$ cat config.mk
export PLATFORM = sky130hd
export DESIGN_NAME = dec_bin_counter
export DESIGN_NICKNAME = d
export VERILOG_FILES = /design/src/rtl/ctr_pkg.sv /design/src/rtl/ctr_mode_sel.sv /design/src/rtl/ctr_next.sv /design/src/rtl/ctr_state_reg.sv /design/src/rtl/ctr_tc_decode.sv /design/src/rtl/dec_bin_counter.sv
export SDC_FILE = /design/constraint.sdc
export NUM_CORES = 1
export LEC_CHECK = 0
export BUFFER_PORTS_ARGS = -buffer_cell sky130_fd_sc_hd__buf_4
export CAP_MARGIN = 20
export CORE_AREA = 2 2 39 41
export CTS_BUF_LIST = sky130_fd_sc_hd__clkbuf_8
export DETAILED_ROUTE_END_ITERATION = 10
export DIE_AREA = 0 0 41 43
export PLACE_DENSITY_LB_ADDON = 0.2
export SLEW_MARGIN = 20
export SYNTH_ARGS = -nofsm -noshare
export SYNTH_HDL_FRONTEND = slang
export SYNTH_SLANG_ARGS = --single-unit
$ cat constraint.sdc
create_clock -name clk -period 2.8 [get_ports clk]
set_input_delay 0.84 -clock clk [delete_from_list [all_inputs] [get_ports clk]]
set_output_delay 0.84 -clock clk [all_outputs]
set_load 0.01 [all_outputs]
$ cat src/rtl/ctr_pkg.sv
`timescale 1ns/1ps
package ctr_pkg;

   typedef enum logic [1:0] {
      MODE_CLEAR = 2'd0,
      MODE_LOAD  = 2'd1,
      MODE_COUNT = 2'd2,
      MODE_HOLD  = 2'd3
   } ctr_mode_e;

endpackage

$ cat src/rtl/ctr_mode_sel.sv
`timescale 1ns/1ps
module ctr_mode_sel
   import ctr_pkg::*;
(
   input  logic      sclr_n,
   input  logic      load_n,
   input  logic      en_par,
   input  logic      en_trk,
   output ctr_mode_e mode
);

   always_comb begin
      if (!sclr_n)
         mode = MODE_CLEAR;
      else if (!load_n)
         mode = MODE_LOAD;
      else if (en_par && en_trk)
         mode = MODE_COUNT;
      else
         mode = MODE_HOLD;
   end

endmodule

$ cat src/rtl/ctr_next.sv
`timescale 1ns/1ps
module ctr_next
   import ctr_pkg::*;
#(
   parameter int unsigned WIDTH   = 4,
   parameter bit          DECIMAL = 1'b1
) (
   input  logic [WIDTH-1:0] cur,
   input  logic [WIDTH-1:0] data_in,
   input  ctr_mode_e        mode,
   output logic [WIDTH-1:0] nxt
);

   logic [WIDTH-1:0] stepped;

   generate
      if (DECIMAL) begin : g_dec
         logic [3:0] flip;
         always_comb begin
            flip[0] = 1'b1;
            flip[1] = cur[0] & ~cur[3];
            flip[2] = cur[0] & cur[1];
            flip[3] = (cur[0] & cur[1] & cur[2]) | (cur[0] & cur[3]);
         end
         assign stepped = cur ^ flip;
      end else begin : g_bin
         assign stepped = cur + WIDTH'(1);
      end
   endgenerate

   always_comb begin
      unique case (mode)
         MODE_CLEAR: nxt = '0;
         MODE_LOAD:  nxt = data_in;
         MODE_COUNT: nxt = stepped;
         default:    nxt = cur;
      endcase
   end

endmodule

$ cat src/rtl/ctr_state_reg.sv
`timescale 1ns/1ps
module ctr_state_reg #(
   parameter int unsigned WIDTH = 4
) (
   input  logic             clk,
   input  logic             arst_n,
   input  logic [WIDTH-1:0] nxt,
   output logic [WIDTH-1:0] cur
);

   always_ff @(posedge clk or negedge arst_n) begin
      if (!arst_n)
         cur <= '0;
      else
         cur <= nxt;
   end

endmodule

$ cat src/rtl/ctr_tc_decode.sv
`timescale 1ns/1ps
module ctr_tc_decode #(
   parameter int unsigned WIDTH   = 4,
   parameter bit          DECIMAL = 1'b1
) (
   input  logic [WIDTH-1:0] cur,
   input  logic             en_trk,
   output logic             tc
);

   localparam logic [WIDTH-1:0] TOP = DECIMAL ? WIDTH'(9) : {WIDTH{1'b1}};

   assign tc = en_trk & (cur == TOP);

endmodule

$ cat src/rtl/dec_bin_counter.sv
`timescale 1ns/1ps
module dec_bin_counter
   import ctr_pkg::*;
#(
   parameter int unsigned WIDTH       = 4,
   parameter bit          DECIMAL     = 1'b1,
   parameter bit          ASYNC_CLEAR = 1'b0
) (
   input  logic             clk,
   input  logic             clr_n,
   input  logic             load_n,
   input  logic [WIDTH-1:0] data_in,
   input  logic             en_par,
   input  logic             en_trk,
   output logic [WIDTH-1:0] q,
   output logic             tc
);

   generate
      if (DECIMAL && WIDTH != 4) begin : g_bad_dec
         $error("dec_bin_counter: decimal mode needs WIDTH of 4");
      end
      if (WIDTH < 2) begin : g_bad_width
         $error("dec_bin_counter: WIDTH must be at least 2");
      end
   endgenerate

   logic             sclr_n;
   logic             arst_n;
   ctr_mode_e        mode;
   logic [WIDTH-1:0] nxt;

   generate
      if (ASYNC_CLEAR) begin : g_aclr
         assign arst_n = clr_n;
         assign sclr_n = 1'b1;
      end else begin : g_sclr
         assign arst_n = 1'b1;
         assign sclr_n = clr_n;
      end
   endgenerate

   ctr_mode_sel u_mode (
      .sclr_n (sclr_n),
      .load_n (load_n),
      .en_par (en_par),
      .en_trk (en_trk),
      .mode   (mode)
   );

   ctr_next #(.WIDTH(WIDTH), .DECIMAL(DECIMAL)) u_next (
      .cur     (q),
      .data_in (data_in),
      .mode    (mode),
      .nxt     (nxt)
   );

   ctr_state_reg #(.WIDTH(WIDTH)) u_reg (
      .clk    (clk),
      .arst_n (arst_n),
      .nxt    (nxt),
      .cur    (q)
   );

   ctr_tc_decode #(.WIDTH(WIDTH), .DECIMAL(DECIMAL)) u_tc (
      .cur    (q),
      .en_trk (en_trk),
      .tc     (tc)
   );

endmodule

==> summary.txt <==
Clocking
  • Clock latency on the worst-skew pair: 220 ps
  • Clock Pin Slew Worst Setup and Hold Paths: about 30 ps
  • Clock sink total: 4
  • PostCTS Resize Cnt: 0
  • Cts hold-fix bufs: 0
  • Root buf cell: clkbuf_8
  • Clk buf depth: 2
  • CTS H-tree depth: 1
  • Number of CTS-inserted buffers: 3
  • CTS tree: yes
  • Setup Buffers After CTS: 0

Worst setup path
  • Worst Path Required: roughly 2000 ps
  • Crit path DAT: 1270 ps
  • CP Capture Type: primary output
  • Worst setup SP type: input pin
  • Worst-path maximum fanout: 3
  • Worst setup path class: in2out

Yosys
  • Leading area contributor after synthesis: edfxtp_1
  • Yosys warns: 0
  • #FFs+latches synth: 4
  • Post-Synthesis Cells: 25
  • Post-synthesis sequential area ratio: 0.4706
  • Post-Syn Area: about 260 um2
  • Unique masters post-synth: 16
  • Synth top area cells: edfxtp_1 47%, nand2_1 7.4%, o21ai_0 5.9%
  • Post-synth ARST share: 0
  • EDFF count, synth: 4
  • Post-synth top area share: 0.4706
  • Syn avg cell area: 10.21 um2
  • List of most frequent post-synthesis cells: 5 x nand2_1, 4 x edfxtp_1, 3 x o21ai_0
  • Ys flop type: edfxtp_1
  • Mapped Nets: 35
  • Most common cell in the synthesized netlist: nand2_1

Finish
  • FILL cells: 151
  • Diode count: 0
  • Max FFs per register: 4
  • Design Area, Final: 414.1 um2
  • Share of cells above drive strength 1: 0.4634
  • Layout Nets: 53
  • Register with the most flip-flops: u_reg.cur
  • Area Growth Syn to Fin: 62.25%
  • Largest registers: u_reg.cur x4

Drt
  • Final ANT Viol Nets: 0
  • DR WL/cell: 10.65 um
  • Via Count: approximately 240
  • DR iter-0 viols: 11
  • # DRC: 0
  • 1st-pass router iterations: 3
  • Total Wirelength: around 600 um
  • Vias/cell: approximately 4.1

Timing
  • Final Cycle Share: 0.7532
  • Max Slew Vio Count: 0
  • Setup_tns: 0 ps
  • Unrepaired setup endpoints after global routing: false
  • Clock skew: roughly 0.33 ps
  • Fmax: ~470 MHz
  • Final Setup Violations: 0
  • WHS: ~700 ps
  • Relative slew margins: 0.8322
  • Slew at the pin with the worst max-slew slack: between 200 and 300 ps
  • Final Hold Vio Count: 0
  • Min Tclk post-route: approximately 2100 ps

Floorplanning
  • Die W: roughly 40 um
  • Core area: approximately 0.0014 mm2
  • Die area: 0.001763 mm2
  • Std cell rows: 14
  • Initial Util: 0.1844
  • Die height: ~43 um
  • IO Count: 14

Power
  • Pwr Total: roughly 0.23 mW
  • Max VDD drop: about 0.15 mV
  • Pleak: ~0.18 nW
  • PD cells: 565.5 mW/mm2

Placed design
  • Port bufs: 13
  • Post-placement cell area: ~370 um2
  • Final Wtd Congestion: around 0.69

Run
  • Max Cap Violations: 0

Worst hold path
  • Hold crit path type: reg2reg

GRT
  • Initial antenna violation count: 0
  • First-pass GRT wire length: just over 1000 um
  • Overall global routing resource usage: 0.09889
  • Global route overflow: 0
  • Largest net degree at the start of global routing: 7
  • Vias in the first global route: approximately 240

Outcome
  • Status: complete, no violations
[power breakdown]
group / switching (mW) / leakage, nW / total (mW) / internal [mW]
clock: 0.0285 / 0.0216 / 0.120 / 0.0915
sequential: 0.00611 / 0.0448 / 0.0785 / 0.0724
combinational: 0.0143 / 0.114 / 0.0357 / 0.0214
total: 0.0489 / 0.180 / 0.234 / 0.185
[per-layer routing]
metal	up-vias	track usage	wire length [um]
met1	97	0.1176	259
met2	15	0.1063	249
met5	-	0	0
li1	121	-	-
met3	3	0.05236	65
met4	0	0.1200	32
[metrics by stage]
step / util / worst slack (ps) / cells
6_report: 0.2993 / 690.9 / 57
5_1_grt: 0.2993 / 688.7 / 57
4_1_cts: 0.2993 / 693.5 / 57
3_5_place_dp: 0.2694 / 702.6 / 54
3_3_place_gp: 0.2694 / 717.7 / 54
2_1_floorplan: - / 813.6 / 25
[worst paths after layout]
kind / startpoint / end / slack [ps] / cells after the start
setup / recovery: en_trk / tc / 690 / 3
hold / removal: u_reg.cur[1]$_DFFE_PP_ / u_reg.cur[1]$_DFFE_PP_ / 700 / 2
setup reg to reg: u_reg.cur[0]$_DFFE_PP_ / u_reg.cur[3]$_DFFE_PP_ / 1480 / 4
hold reg to reg: u_reg.cur[1]$_DFFE_PP_ / u_reg.cur[1]$_DFFE_PP_ / 700 / 2
[worst max-delay path, cell delays in order]
cell     delay (ps)
buf_4            90
nor3b_1         180
buf_4           150
[cells in the final DEF, fill, tap and decap left out, drive strengths merged]
master and n:
buf 13, ha 1, inv 1, nand3 1
nand3b 1, mux2i 1, edfxtp 4, clkbuf 3
nor3b 1, nor2 1, nand4 1, nand2 5
nor2b 2, and2 1, o21ai 4, xnor2 1
[cell type report]
class	instances	area, um2	area share
Timing Repair Buffer	13	97.59	0.2356
Tap cell	16	20.02	0.04834
Multi-Input combinational cell	20	131.4	0.3172
Inverter	1	3.754	0.009063
Clock buffer	3	41.29	0.09970
Sequential cell	4	120.1	0.2900
[cell families (layout without fill, tap and decap cells)]
| kind of cell | after synthesis | count (layout) | share of synthesized area |
|---|---|---|---|
| muxes | 1 | 1 | 0.03922 |
| DFF | 4 | 4 | 0.4706 |
| AOI/OAI and AO/OA | 4 | 4 | 0.09313 |
| and+or+nand+nor | 13 | 13 | 0.2990 |
| buffers and inverters | 1 | 17 | 0.01469 |
| xor gates and xnor gates | 1 | 1 | 0.03432 |
| adders and majority gates | 1 | 1 | 0.04901 |
Power figures use the tool's default switching activity.
